File: src/rtl/sched_pkg.sv
package sched_pkg;

  // Strobes issued by the control to the datapath each clock.
  typedef struct packed {
    logic push;   // store the incoming data write
    logic drop;   // data write refused, queue full
    logic pop;    // release the head entry
  } schedStrobe_t;

  typedef enum logic [1:0] {
    ST_IDLE     = 2'd0,
    ST_DRAINWIN = 2'd1,
    ST_DRAINALL = 2'd2
  } schedState_t;

endpackage

File: src/rtl/sched_dp.sv
module sched_dp
  import sched_pkg::*;
#(
  parameter int DEPTH  = 16,
  parameter int CYC_W  = 32,
  parameter int SEL_W  = 4,
  parameter int DATA_W = 8
) (
  input  logic              clk,
  input  logic              rstN,
  input  schedStrobe_t      strb,
  input  logic              cycleAdv,
  input  logic              syncEn,
  input  logic [CYC_W-1:0]  syncValue,
  input  logic              portWrEn,
  input  logic              portIsData,
  input  logic [DATA_W-1:0] portData,
  output logic [CYC_W-1:0]  headCycle,
  output logic              empty,
  output logic              full,
  output logic              outValid,
  output logic [SEL_W-1:0]  outReg,
  output logic [DATA_W-1:0] outData,
  output logic              overflow,
  output logic [CYC_W-1:0]  curCycle,
  output logic [SEL_W-1:0]  selReg,
  output logic [CYC_W-1:0]  selCycle
);

  localparam int PTR_W = (DEPTH > 1) ? $clog2(DEPTH) : 1;
  localparam int CNT_W = $clog2(DEPTH + 1);
  localparam logic [PTR_W-1:0] LAST_PTR = PTR_W'(DEPTH - 1);
  localparam logic [CNT_W-1:0] FULL_CNT = CNT_W'(DEPTH);

  logic [CYC_W-1:0]  cycMem [DEPTH];
  logic [SEL_W-1:0]  selMem [DEPTH];
  logic [DATA_W-1:0] datMem [DEPTH];
  logic [PTR_W-1:0]  wrPtr, rdPtr;
  logic [CNT_W-1:0]  count;
  logic              addrWr;

  function automatic logic [PTR_W-1:0] bumpPtr(input logic [PTR_W-1:0] p);
    return (p == LAST_PTR) ? '0 : p + 1'b1;
  endfunction

  assign addrWr    = portWrEn && !portIsData;
  assign empty     = (count == '0);
  assign full      = (count == FULL_CNT);
  assign headCycle = cycMem[rdPtr];

  // Processor cycle counter, sync has priority
  always_ff @(posedge clk or negedge rstN) begin
    if (!rstN)         curCycle <= '0;
    else if (syncEn)   curCycle <= syncValue;
    else if (cycleAdv) curCycle <= curCycle + 1'b1;
  end

  // Register select and the cycle it was made on
  always_ff @(posedge clk or negedge rstN) begin
    if (!rstN) begin
      selReg   <= '0;
      selCycle <= '0;
    end else if (addrWr) begin
      selReg   <= portData[SEL_W-1:0];
      selCycle <= curCycle;
    end
  end

  // Queue storage, one slot per generated lane
  for (genvar g = 0; g < DEPTH; g++) begin : gSlot
    always_ff @(posedge clk) begin
      if (strb.push && (wrPtr == PTR_W'(g))) begin
        cycMem[g] <= curCycle;
        selMem[g] <= selReg;
        datMem[g] <= portData;
      end
    end
  end

  // Pointers and occupancy
  always_ff @(posedge clk or negedge rstN) begin
    if (!rstN) begin
      wrPtr <= '0;
      rdPtr <= '0;
      count <= '0;
    end else begin
      if (strb.push) wrPtr <= bumpPtr(wrPtr);
      if (strb.pop)  rdPtr <= bumpPtr(rdPtr);
      case ({strb.push, strb.pop})
        2'b10:   count <= count + 1'b1;
        2'b01:   count <= count - 1'b1;
        default: count <= count;
      endcase
    end
  end

  // Release stage
  always_ff @(posedge clk or negedge rstN) begin
    if (!rstN) begin
      outValid <= 1'b0;
      outReg   <= '0;
      outData  <= '0;
    end else begin
      outValid <= strb.pop;
      if (strb.pop) begin
        outReg  <= selMem[rdPtr];
        outData <= datMem[rdPtr];
      end
    end
  end

  always_ff @(posedge clk or negedge rstN) begin
    if (!rstN)          overflow <= 1'b0;
    else if (strb.drop) overflow <= 1'b1;
  end

  AST_OVF_STICKY: assert property (@(posedge clk) disable iff (!rstN)
    overflow |=> overflow) else $error("overflow cleared");

  AST_COUNT_BOUND: assert property (@(posedge clk) disable iff (!rstN)
    count <= FULL_CNT) else $error("count above depth");

  AST_OUT_AFTER_POP: assert property (@(posedge clk) disable iff (!rstN)
    outValid |-> $past(strb.pop)) else $error("release without pop");

  AST_SEL_HOLD: assert property (@(posedge clk) disable iff (!rstN)
    !addrWr |=> $stable(selReg)) else $error("select moved");

endmodule

File: src/rtl/sched_ctrl.sv
module sched_ctrl
  import sched_pkg::*;
#(
  parameter int CYC_W = 32,
  parameter logic [CYC_W-1:0] CYC_PER_SAMPLE = 181
) (
  input  logic             clk,
  input  logic             rstN,
  input  logic             sampleAdv,
  input  logic             flushReq,
  input  logic             syncEn,
  input  logic [CYC_W-1:0] syncValue,
  input  logic             portWrEn,
  input  logic             portIsData,
  input  logic             empty,
  input  logic             full,
  input  logic [CYC_W-1:0] headCycle,
  output schedStrobe_t     strb,
  output logic             busy
);

  schedState_t      state;
  logic [CYC_W-1:0] winStart;
  logic [CYC_W-1:0] winEnd;
  logic             dataWr;
  logic             headDue;
  logic             takeFlush;
  logic             takeSample;

  assign dataWr     = portWrEn && portIsData;
  assign headDue    = (state == ST_DRAINALL) || (headCycle <= winEnd);
  assign takeFlush  = (state == ST_IDLE) && flushReq;
  assign takeSample = (state == ST_IDLE) && !flushReq && sampleAdv;
  assign busy       = (state != ST_IDLE);

  always_comb begin
    strb.push = dataWr && !full;
    strb.drop = dataWr && full;
    strb.pop  = busy && !empty && headDue;
  end

  always_ff @(posedge clk or negedge rstN) begin
    if (!rstN) begin
      state <= ST_IDLE;
    end else begin
      unique case (state)
        ST_IDLE: begin
          if (takeFlush)       state <= ST_DRAINALL;
          else if (takeSample) state <= ST_DRAINWIN;
        end
        ST_DRAINWIN, ST_DRAINALL: begin
          if (!strb.pop) state <= ST_IDLE;
        end
        default: state <= ST_IDLE;
      endcase
    end
  end

  // Sample window: end is computed from the start before any sync override
  always_ff @(posedge clk or negedge rstN) begin
    if (!rstN) begin
      winStart <= '0;
      winEnd   <= '0;
    end else begin
      if (takeSample) winEnd <= winStart + CYC_PER_SAMPLE;
      if (syncEn)          winStart <= syncValue;
      else if (takeSample) winStart <= winStart + CYC_PER_SAMPLE;
    end
  end

  AST_NO_PUSH_FULL: assert property (@(posedge clk) disable iff (!rstN)
    strb.push |-> !full) else $error("push into full queue");

  AST_POP_NONEMPTY: assert property (@(posedge clk) disable iff (!rstN)
    strb.pop |-> !empty) else $error("pop from empty queue");

  AST_BUSY_ON_REQ: assert property (@(posedge clk) disable iff (!rstN)
    (!busy && (sampleAdv || flushReq)) |=> busy) else $error("request not taken");

  AST_WIN_HOLD: assert property (@(posedge clk) disable iff (!rstN)
    (busy && !syncEn) |=> $stable(winStart)) else $error("window moved while busy");

  AST_STRB_EXCL: assert property (@(posedge clk) disable iff (!rstN)
    $onehot0({strb.push, strb.drop})) else $error("push and drop together");

endmodule

File: src/rtl/reg_write_sched.sv
module reg_write_sched
  import sched_pkg::*;
#(
  parameter int DEPTH       = 16,
  parameter int CYC_W       = 32,
  parameter int SEL_W       = 4,
  parameter int DATA_W      = 8,
  parameter int PSG_CLK_HZ  = 2_000_000,
  parameter int SAMPLE_HZ   = 44_100
) (
  input  logic              clk,
  input  logic              rstN,
  input  logic              cycleAdv,
  input  logic              syncEn,
  input  logic [CYC_W-1:0]  syncValue,
  input  logic              portWrEn,
  input  logic              portIsData,
  input  logic [DATA_W-1:0] portData,
  input  logic              sampleAdv,
  input  logic              flushReq,
  output logic              outValid,
  output logic [SEL_W-1:0]  outReg,
  output logic [DATA_W-1:0] outData,
  output logic              busy,
  output logic              overflow,
  output logic [CYC_W-1:0]  curCycle,
  output logic [SEL_W-1:0]  selReg,
  output logic [CYC_W-1:0]  selCycle
);

  localparam longint CPS_INT = (longint'(PSG_CLK_HZ) * 4) / longint'(SAMPLE_HZ);
  localparam logic [CYC_W-1:0] CYC_PER_SAMPLE = CYC_W'(CPS_INT);

  schedStrobe_t     strb;
  logic [CYC_W-1:0] headCycle;
  logic             empty;
  logic             full;

  sched_ctrl #(
    .CYC_W          (CYC_W),
    .CYC_PER_SAMPLE (CYC_PER_SAMPLE)
  ) uCtrl (
    .clk        (clk),
    .rstN       (rstN),
    .sampleAdv  (sampleAdv),
    .flushReq   (flushReq),
    .syncEn     (syncEn),
    .syncValue  (syncValue),
    .portWrEn   (portWrEn),
    .portIsData (portIsData),
    .empty      (empty),
    .full       (full),
    .headCycle  (headCycle),
    .strb       (strb),
    .busy       (busy)
  );

  sched_dp #(
    .DEPTH  (DEPTH),
    .CYC_W  (CYC_W),
    .SEL_W  (SEL_W),
    .DATA_W (DATA_W)
  ) uDp (
    .clk        (clk),
    .rstN       (rstN),
    .strb       (strb),
    .cycleAdv   (cycleAdv),
    .syncEn     (syncEn),
    .syncValue  (syncValue),
    .portWrEn   (portWrEn),
    .portIsData (portIsData),
    .portData   (portData),
    .headCycle  (headCycle),
    .empty      (empty),
    .full       (full),
    .outValid   (outValid),
    .outReg     (outReg),
    .outData    (outData),
    .overflow   (overflow),
    .curCycle   (curCycle),
    .selReg     (selReg),
    .selCycle   (selCycle)
  );

endmodule

File: config.mk
export PLATFORM = sky130hd
export DESIGN_NAME = reg_write_sched
export DESIGN_NICKNAME = d
export VERILOG_FILES = /design/src/rtl/sched_pkg.sv /design/src/rtl/sched_dp.sv /design/src/rtl/sched_ctrl.sv /design/src/rtl/reg_write_sched.sv
export SDC_FILE = /design/constraint.sdc
export NUM_CORES = 1
export LEC_CHECK = 0
export BUFFER_PORTS_ARGS = -buffer_cell sky130_fd_sc_hd__buf_4
export CAP_MARGIN = 20
export CORE_MARGIN = 1
export CORE_UTILIZATION = 47
export CTS_CLUSTER_DIAMETER = 150
export CTS_CLUSTER_SIZE = 25
export DETAILED_ROUTE_END_ITERATION = 7
export PLACE_DENSITY = 0.77
export SLEW_MARGIN = 15
export SYNTH_ARGS = -nofsm -noshare
export SYNTH_HDL_FRONTEND = slang
export SYNTH_SLANG_ARGS = --single-unit
File: constraint.sdc
create_clock -name clk -period 5.85 [get_ports clk]
set_input_delay 0.2925 -clock clk [delete_from_list [all_inputs] [get_ports clk]]
set_output_delay 0.2925 -clock clk [all_outputs]
set_load 0.02 [all_outputs]
==> impl_metrics.tcl, run 1 <==
set metrics [dict create \
    p_sw_share_pct 31.4 \
    die-area_um2 75900 \
    setup_ws_ns 0.538 \
    report.final.slew_viol_count 0 \
    cp-startpoint "uDp.rdPtr[0]" \
    combPwrFrac_pct 33.2 \
    worst_pin_slew_ns 0.999 \
    syn-cell-area_um2 35100 \
    nets 2113 \
    clockPowerShare_pct 19.2 \
    final.setup_skew_ns 0.0217 \
    ys_ff_latch 865 \
    worstReg2RegStart "uDp.rdPtr[0]" \
    fp.dieW_um 275 \
    io_buffers 130 \
    endpoint_kind "flip-flop" \
    grt_pass1_wl_um 117000 \
    rsz0062_at_grt "false" \
    synth_cell_types 62 \
    min_period_ns 5.31 \
    async_reset_ff_share_pct 18.6 \
    synthFlopType "edfxtp_1" \
    p_total_uw 16600 \
    diodes 0 \
    syn-instance-count 1851 \
    start_kind "flip-flop" \
    setup_viol 0 \
    cts.sinks 865 \
    period_share_pct 90.8 \
    drt_wl_total_um 79100 \
    drt_iter0_drc 1722 \
    grt_use_total_pct 21.1 \
    rows 99 \
    clk_path_buf_depth 3 \
    die_y_um 275 \
    fmax_mhz 188 \
    areaGrowthSynthToFinish_pct 10.9 \
    syn-num-nets 1945 \
    seq_power_share_pct 47.7 \
    yosys_warnings 0 \
    vias 17900 \
    viasPerCell 5.96 \
    routedWlPerCell_um 26.3 \
    slew-limit-headroom_pct 32.8 \
    worstPathArrival_ns 5.80 \
    path_max_fanout 36 \
    grt_max_degree 101 \
    dr.pass1.iters 7 \
    pwr_density_cell_nw_per_um2 425 \
    tns_ns 0 \
    cts_buffers 40 \
    status "finished clean" \
    antenna_found_initial 0 \
    root_buffer "clkbuf_16" \
    coreArea_um2 73500 \
    grt_overflow 0 \
    min_from "cycleAdv" \
    path_class "flip-flop to flip-flop" \
    drv_cap 0 \
    hpwl_um 47000 \
    initial_core_util_pct 47.8 \
    synth_edf_count 704 \
    synth.yosys.seq_area_share_pct 71.6 \
    final_area_um2 39000 \
    clk-insertion-delay-late_ns 0.61 \
    post_cts_buffers 0 \
    finalHoldViolCount 0 \
    place_area_um2 37400 \
    worstHoldPathType "input port to flip-flop" \
    fillers 5512 \
    max-vdd-ir-drop_mv 0.335 \
    cp.required_ns 6.33 \
    gp_congestion 0.842 \
    post-place-ws_ns 0.535 \
    drc_errors 0 \
    grt_pass1_vias 18400 \
    cts_tree "done" \
    p_leak_uw 0.0131 \
    drive_above_1_share_pct 26.5 \
    power.internal_uw 11400 \
    ios 131 \
    clkTransAtPathRegs_ns 0.10 \
    power.switching_uw 5190 \
    h-tree-depth 2 \
    ant_nets 0 \
    synth_area_per_cell_um2 19.0 \
]
-- per-layer routing --
metal,global-route usage (%),part of all wire (%)
met4,5.84,2.5
met5,0,0
met3,2.99,7.1
met2,35.5,50
met1,29.0,40
-- area by class of cell --
type                            count  area, µm²  area share, %
Clock inverter                      1       11.3         0.0289
Clock buffer                       69       1130           2.90
Tap cell                          959       1200           3.08
Timing Repair Buffer              215       1790           4.59
Sequential cell                   865      25200           64.6
Inverter                           52        195          0.501
Multi-Input combinational cell    845       9460           24.3
-- through the flow --
stage	hold slack [ns]	cells	util, %
finish	0.0352	3006	53.1
global route	0.0252	3006	53.1
CTS	0.00652	3006	53.1
detailed placement	0.329	2893	50.9
global placement	0.318	2893	50.9
floorplan	-0.00309	1851	-
-- synth_stat cells (2+ instances only) --
| library cell | number | share of area (%) |
|---|---|---|
| o21ai_0 | 41 | 0.58 |
| a211o_1 | 3 | 0.075 |
| a21boi_0 | 2 | 0.043 |
| o31ai_1 | 3 | 0.064 |
| nor4_1 | 12 | 0.21 |
| or4_1 | 3 | 0.064 |
| dfrtp_1 | 161 | 11 |
| mux2_2 | 87 | 2.8 |
| and2_1 | 18 | 0.32 |
| ha_1 | 45 | 1.6 |
| inv_1 | 51 | 0.54 |
| buf_1 | 17 | 0.18 |
| nand3_1 | 25 | 0.36 |
| edfxtp_1 | 704 | 60 |
| mux2i_1 | 13 | 0.37 |
| a21o_1 | 7 | 0.15 |
| mux4_2 | 208 | 13 |
| o31a_1 | 2 | 0.050 |
| clkbuf_1 | 60 | 0.64 |
| nor2b_1 | 16 | 0.28 |
| nor2_1 | 40 | 0.43 |
| mux2_1 | 4 | 0.13 |
| a31oi_1 | 5 | 0.089 |
| a211oi_1 | 16 | 0.34 |
| buf_2 | 9 | 0.13 |
| and3_1 | 12 | 0.21 |
| a21oi_1 | 47 | 0.67 |
| xnor2_1 | 55 | 1.4 |
| and4_1 | 3 | 0.075 |
| nand4_1 | 19 | 0.34 |
| nand2_1 | 69 | 0.74 |
| xor2_1 | 40 | 1.0 |
| nor4b_1 | 3 | 0.075 |
| nor3b_1 | 2 | 0.043 |
| nor3_1 | 18 | 0.26 |
| nand2b_1 | 3 | 0.053 |
| or3_1 | 2 | 0.036 |
| o211ai_1 | 2 | 0.043 |
-- cell usage in the layout (no fill, tap or decap), types with 13 or more instances in the layout --
cell type	netlist	layout
mux4_2	208	208
nor3_1	18	17
nand2_1	69	68
a211oi_1	16	16
clkbuf_1	60	28
a21oi_1	47	46
dfrtp_1	161	157
dlygate4sd3_1	0	43
ha_1	45	45
mux2i_1	13	13
nor2_1	40	40
xnor2_1	55	55
and2_2	0	16
buf_4	1	166
nor2b_1	16	16
clkbuf_16	0	41
inv_1	51	51
xor2_1	40	40
nand3_1	25	25
nand4_1	19	19
o21ai_0	41	41
mux2_2	87	87
edfxtp_1	704	704
-- worst paths after layout --
path,end,slack (ns),cells after the start
setup / recovery,uDp.count[4],0.54,19
hold / removal,uDp.curCycle[0],0.04,3
setup reg to reg,uDp.count[4],0.54,19
hold reg to reg,uCtrl.winEnd[11],0.49,2
max in group asynchronous,uDp.rdPtr[0],4.36,3
min in group asynchronous,uDp.selReg[0],0.24,2
-- sequential cells by signal, indices dropped and copies added (netlist names) --
register / flops
uDp.count: 5
uCtrl.winEnd: 32
uDp.overflow: 1
uDp.wrPtr: 4
uCtrl.state: 2
uDp.outReg: 4
uDp.datMem: 128
uDp.selCycle: 32
uDp.selMem: 64
uDp.rdPtr: 4
uDp.outData: 8
uDp.selReg: 4
uDp.cycMem: 512
uCtrl.winStart: 32
uDp.curCycle: 32
uDp.outValid: 1
-- critical path, cell delays in order (launching register included) --
cell and delay [ns]:
dfrtp_4 0.73, buf_12 0.33, mux4_2 0.56, mux4_2 0.48, ha_1 0.38, nand4_1 0.25
nor4_1 0.32, buf_4 0.19, a31oi_1 0.13, o31a_1 0.23, a21oi_4 0.15, ha_1 0.24
inv_1 0.11, fa_1 0.40, inv_1 0.08, a21o_1 0.12, a21oi_1 0.08, xnor2_1 0.16
nor2_1 0.07, xor2_1 0.14
-- power by group through the flow --
stage	combinational, µW	clock, µW	sequential [µW]
global placement	5340	0	7980
detailed placement	5490	0	8030
CTS	5550	3220	7900
global route	5930	3410	7970
floorplan	3940	0	7860
finish	5490	3180	7890
-- cells by family after synthesis --
family / synth area share [%]
AO/OA/AOI/OAI: 2.40
XOR/XNOR: 2.37
adder cells (fa/ha/maj): 1.66
buffers and inverters: 1.57
flip-flops: 71.6
multiplexers: 16.6
AND/OR/NAND/NOR: 3.78
-- repair_timing --
action / CTS / global route
hold endpoints to repair: 245 / 0
resized for setup: 0 / 0
hold buffers: 43 / 0
Power figures use the tool's default switching activity.
==> inputs of run 2 (changes only) <==
--- a/config.mk
+++ b/config.mk
@@ -9,6 +9,7 @@
 export CAP_MARGIN = 20
 export CORE_MARGIN = 1
 export CORE_UTILIZATION = 47
+export CTS_BUF_LIST = sky130_fd_sc_hd__clkbuf_4
 export CTS_CLUSTER_DIAMETER = 150
 export CTS_CLUSTER_SIZE = 25
 export DETAILED_ROUTE_END_ITERATION = 7
==> run 2 against run 1 <==
Non-clock buffer count up 10; worst hold slack better by 0.12 ns; core utilization down 0.67 points; worst setup slack lost 0.062 ns; global-route usage fell by 0.13 points; wire length down 0.72%; highest routed layer unchanged.
==> impl_metrics.tcl, run 2 (synthesis results as in run 1) <==
set metrics [dict create \
    ant_nets 0 \
    endpoint_kind "flip-flop" \
    report.final.slew_viol_count 0 \
    min_period_ns 5.37 \
    start_kind "flip-flop" \
    areaGrowthSynthToFinish_pct 9.47 \
    rrSetupSlack_ns 0.48 \
    root_buffer "clkbuf_4" \
    dr.pass1.iters 5 \
    rsz0062_at_grt "false" \
    layoutNonFillerInstCount 3017 \
    crit_path_top_delay_cell "dfrtp_4" \
    final_common_cell "edfxtp_1" \
    drt_iter0_drc 1990 \
    clk_path_buf_depth 3 \
    tns_ns 0 \
    drive_above_1_share_pct 27.8 \
    placed_cells 2893 \
    top_register "uDp.cycMem" \
    p_leak_uw 0.0129 \
    gp_congestion 0.842 \
    place_area_um2 37400 \
    worstHoldPathType "input port to flip-flop" \
    vias 17900 \
    reg_top3 "uDp.cycMem x512, uDp.datMem x128, uDp.selMem x64" \
    cts.sinks 865 \
    rows 99 \
    setup_ws_ns 0.476 \
    setup.worst_path.end "uDp.count[4]" \
    pwr_density_cell_nw_per_um2 406 \
    grt_max_degree 101 \
    ios 131 \
    max-vdd-ir-drop_mv 0.310 \
    clk-insertion-delay-late_ns 0.92 \
    grt_overflow 0 \
    fmax_mhz 186 \
    crit_chain "buf_12 > mux4_2 > mux4_2 > ha_1 > nand4_1 > nor4_1 > buf_4 > a31oi_1 > o31a_1 > a21oi_4 > ha_1 > inv_1 > fa_1 > inv_1 > a21o_1 > a21oi_1 > xnor2_1 > nor2_1 > xor2_1" \
    cp-startpoint "uDp.rdPtr[0]" \
    cts_buffers 40 \
    h-tree-depth 2 \
    path_class "flip-flop to flip-flop" \
    worstReg2RegStart "uDp.rdPtr[0]" \
    grt_pass1_wl_um 117000 \
    die_y_um 275 \
    initial_core_util_pct 47.8 \
    path_depth 19 \
    post_cts_resized 0 \
    setup_viol 0 \
    coreArea_um2 73500 \
    layout_common_cells "edfxtp_1 (704), mux4_2 (208), buf_4 (166)" \
    critical_path_buf_inv_count 4 \
    grt_pass1_vias 18300 \
    period_share_pct 91.9 \
    crit_family "multiplexers" \
    final.setup_skew_ns 0.0622 \
    path_max_fanout 36 \
    clkTransAtPathRegs_ns 0.25 \
    fillers 5588 \
    cts_tree "done" \
    hpwl_um 47000 \
    worstRegToRegCells 19 \
    r2r-end "uDp.count[4]" \
    grt_use_total_pct 21.0 \
    final_area_um2 38500 \
    viasPerCell 5.93 \
    antenna_found_initial 1 \
    max_stage_delay_ns 0.78 \
    slew-limit-headroom_pct 33.7 \
    routedWlPerCell_um 26.0 \
    nets 2123 \
    drv_cap 0 \
    cp.required_ns 6.63 \
    post-place-ws_ns 0.535 \
    io_buffers 130 \
    finalHoldViolCount 0 \
    status "finished clean" \
    die-area_um2 75900 \
    fp.dieW_um 275 \
    largest_reg_flops 512 \
    drt_wl_total_um 78500 \
    worst_pin_slew_ns 0.986 \
    worstPathArrival_ns 6.15 \
    drc_errors 0 \
]
-- run 2: how the worst min path moves through the flow --
stage          depth (start not counted)     startpoint                 to
5_1_grt                                3   syncValue[3]    uDp.curCycle[3]
3_5_place_dp                           1           rstN      uDp.selReg[0]
4_1_cts                                3   syncValue[3]  uCtrl.winStart[3]
3_3_place_gp                           1           rstN      uDp.selReg[0]
6_report                               3  syncValue[12]   uDp.curCycle[12]
2_1_floorplan                          0           rstN     uCtrl.state[0]
-- run 2: layout make-up --
type                       instances  area (µm²)  area share (%)
timing repair buffer             225        1910            4.96
clock buffer                      69         518            1.35
tap                              959        1200            3.12
inverter                          52         195           0.507
multi-input combinational        845        9460            24.6
clock inverter                     1        11.3          0.0293
sequential                       865       25200            65.4
antenna                            1        2.50         0.00650
-- run 2: per-layer routing --
layer / routed length [µm] / vias to the layer above / GRT usage [%]
met3: 5340 / 102 / 2.67
li1: - / 7675 / -
met4: 1560 / 0 / 4.71
met2: 39700 / 681 / 35.5
met1: 32000 / 9447 / 29.2
met5: 0 / - / 0
-- run 2: repair_timing --
item,CTS,global route
hold endpoints to repair,262,0
hold buffers,53,0
endpoints found under the setup margin,0,0
setup buffers,0,0
-- run 2: where the power goes --
| part | total [µW] | switching (µW) | internal [µW] |
|---|---|---|---|
| sequential | 7890 | 585 | 7310 |
| clock | 2230 | 1700 | 528 |
| combinational | 5490 | 2760 | 2730 |
| total | 15600 | 5040 | 10600 |
-- run 2: worst min-delay path, cell delays in order --
cell	delay, ns
dlygate4sd3_1	0.52
buf_4	0.11
mux2_2	0.13
-- run 2: through the flow --
stage	power (µW)	hold WS, ns	utilization [%]
after floorplan	11800	-0.00309	-
after global placement	13300	0.318	50.9
after detailed placement	13500	0.329	50.9
after CTS	15700	0.0776	52.4
after global routing	16400	0.0889	52.4
final	15600	0.152	52.4
==> inputs of run 3 (changes only) <==
--- a/config.mk
+++ b/config.mk
@@ -5,6 +5,7 @@
 export SDC_FILE = /design/constraint.sdc
 export NUM_CORES = 1
 export LEC_CHECK = 0
+export ABC_AREA = 1
 export BUFFER_PORTS_ARGS = -buffer_cell sky130_fd_sc_hd__buf_4
 export CAP_MARGIN = 20
 export CORE_MARGIN = 1
==> run 3 against run 2 <==
Cell count rose by 38%; critical path depth rose by 7; combinational power rose by 10%.
==> impl_metrics.tcl, run 3 <==
set metrics [dict create \
    status "finished clean" \
    cts_tree "done" \
    fillers 6285 \
    async_reset_ff_share_pct 18.6 \
    syn-num-nets 3135 \
    grt_max_degree 116 \
    gp_congestion 0.909 \
    routedWlPerCell_um 22.8 \
    setup.worst_path.end "uDp.count[4]" \
    nets 3241 \
    reg_top3 "uDp.cycMem x512, uDp.datMem x128, uDp.selMem x64" \
    final_area_um2 39200 \
    ys_ff_latch 865 \
    h-tree-depth 2 \
    worstReg2RegStart "uDp.rdPtr[2]" \
    p_leak_uw 0.0139 \
    worstRegToRegCells 26 \
    final.setup_skew_ns 0.0935 \
    max-vdd-ir-drop_mv 0.253 \
    path_max_fanout 28 \
    worst_pin_slew_ns 1.08 \
    grt_overflow 0 \
    synth_edf_count 704 \
    drc_errors 0 \
    hold_depth 5 \
    root_buffer "clkbuf_4" \
    place_area_um2 38100 \
    slew-limit-headroom_pct 27.7 \
    clkTransAtPathRegs_ns 0.24 \
    drt_iter0_drc 2866 \
    cts_buffers 40 \
    cp.required_ns 6.67 \
    ys_top_cells_by_area "edfxtp_1 (59%), dfrtp_1 (11%), o21ai_0 (6.0%), nor2_1 (4.4%), nand2_1 (4.2%)" \
    synth.yosys.seq_area_share_pct 69.9 \
    yosys_warnings 0 \
    yosys.area.top_type "edfxtp_1" \
    pwr_density_cell_nw_per_um2 409 \
    finalHoldViolCount 0 \
    die_y_um 279 \
    final_common_cell "edfxtp_1" \
    viasPerCell 5.99 \
    hpwl_um 56100 \
    layout_common_cells "edfxtp_1 (704), o21ai_0 (430), nand2_1 (406)" \
    final_util_pct 51.7 \
    period_share_pct 91.2 \
    layoutNonFillerInstCount 4152 \
    initial_core_util_pct 47.5 \
    grt_pass1_wl_um 144000 \
    synthFlopType "edfxtp_1" \
    io_buffers 130 \
    clk_path_buf_depth 3 \
    coreArea_um2 75800 \
    min_period_ns 5.33 \
    yosysTopAreaCellShare_pct 58.7 \
    cts.sinks 865 \
    fp.dieW_um 279 \
    placed_cells 4025 \
    drv_cap 0 \
    worstHoldPathType "input port to flip-flop" \
    worstPathArrival_ns 6.16 \
    drive_above_1_share_pct 9.81 \
    synthTopCellsByCount "edfxtp_1 (704), o21ai_0 (430), nor2_1 (419)" \
    synth_area_per_cell_um2 11.8 \
    fmax_mhz 187 \
    areaGrowthSynthToFinish_pct 8.84 \
    drt_wl_total_um 94600 \
    report.final.slew_viol_count 0 \
    cp-startpoint "uDp.rdPtr[2]" \
    r2r-end "uDp.count[4]" \
    endpoint_kind "flip-flop" \
    syn-cell-area_um2 36000 \
    syn-instance-count 3041 \
    rrSetupSlack_ns 0.52 \
    clk-insertion-delay-late_ns 0.94 \
    antenna_found_initial 5 \
    synth_cell_types 50 \
    largest_reg_flops 512 \
    tns_ns 0 \
    grt_pass1_vias 24100 \
    vias 24900 \
    die-area_um2 77700 \
    rsz0062_at_grt "false" \
    setup_viol 0 \
    dr.pass1.iters 8 \
    rows 101 \
    ant_nets 0 \
    top_register "uDp.cycMem" \
    path_class "flip-flop to flip-flop" \
    start_kind "flip-flop" \
    grt_use_total_pct 24.1 \
    synth_most_common_cell "edfxtp_1" \
    post_cts_buffers 0 \
    ios 131 \
]
-- run 3: worst min path at each step --
stage                             from                to  slack (ns)
after floorplan                   rstN    uCtrl.state[0]      -0.003
after CTS                 syncValue[3]   uDp.curCycle[3]        0.11
after detailed placement          rstN  uDp.curCycle[27]        0.38
final                        sampleAdv   uCtrl.winEnd[2]        0.16
after global routing      syncValue[8]   uDp.curCycle[8]        0.15
after global placement            rstN  uDp.curCycle[27]        0.38
-- run 3: power by group --
part           internal (µW)  leakage (µW)  switching, µW
clock network            530      0.000310           1700
registers               7290       0.00836            466
logic                   1900       0.00521           4130
total                   9720        0.0139           6300
-- run 3: layer usage --
metal	up-vias	share of wire (%)	track usage, %
met2	1314	47	39.5
met5	-	0	0
met1	12200	41	33.0
met3	211	8.2	2.81
met4	0	3.9	9.71
li1	11100	-	-
-- run 3: critical path, stage by stage (launching register included) --
cell and delay [ns]:
dfrtp_2 0.90, nand2_1 0.13, inv_2 0.53, buf_4 0.48
nand2_1 0.09, nand3_1 0.11, ha_1 0.25, a21oi_1 0.13
nor2_1 0.05, nor2_1 0.10, nand2_1 0.11, nand2_1 0.08
nand2_1 0.07, nand2_1 0.08, nand2_1 0.07, nand2_1 0.14
nand2_2 0.32, inv_2 0.15, ha_1 0.30, inv_1 0.13
fa_1 0.39, nor2_1 0.12, a211oi_1 0.06, nand2_1 0.06
nand2_1 0.05, nor2_1 0.11, xor2_1 0.16
-- run 3: area by class of cell --
cell class	instances	area [µm²]	share of cell area, %
clock inverters	2	41.3	0.105
flip-flops and latches	865	25200	64.2
multi-input cells	1849	9650	24.6
inverters	157	599	1.53
repair buffers	234	2020	5.14
clock buffers	63	473	1.21
well taps	978	1220	3.12
diodes	4	10.0	0.0255
-- run 3: metrics by stage --
stage | setup WS, ns | power [µW] | hold slack [ns]
final | 0.515 | 16000 | 0.160
after floorplan | 1.96 | 11800 | -0.00309
after CTS | 0.636 | 16000 | 0.106
after detailed placement | 0.758 | 13800 | 0.385
after global routing | 0.184 | 16900 | 0.148
after global placement | 0.835 | 13600 | 0.380
-- run 3: cell families after synthesis --
| family | after synthesis | share of synthesized area (%) |
|---|---|---|
| AOI/OAI and AO/OA | 722 | 11.8 |
| xor gates and xnor gates | 31 | 0.754 |
| adders and majority gates | 46 | 1.62 |
| buffers and inverters | 327 | 3.68 |
| DFF | 865 | 69.9 |
| muxes | 8 | 0.250 |
| and+or+nand+nor | 1042 | 12.0 |
-- run 3: timing repair --
item	CTS	global route
gates resized for setup	0	0
setup endpoints to repair	0	0
hold buffers	57	0
hold endpoints to repair	286	0
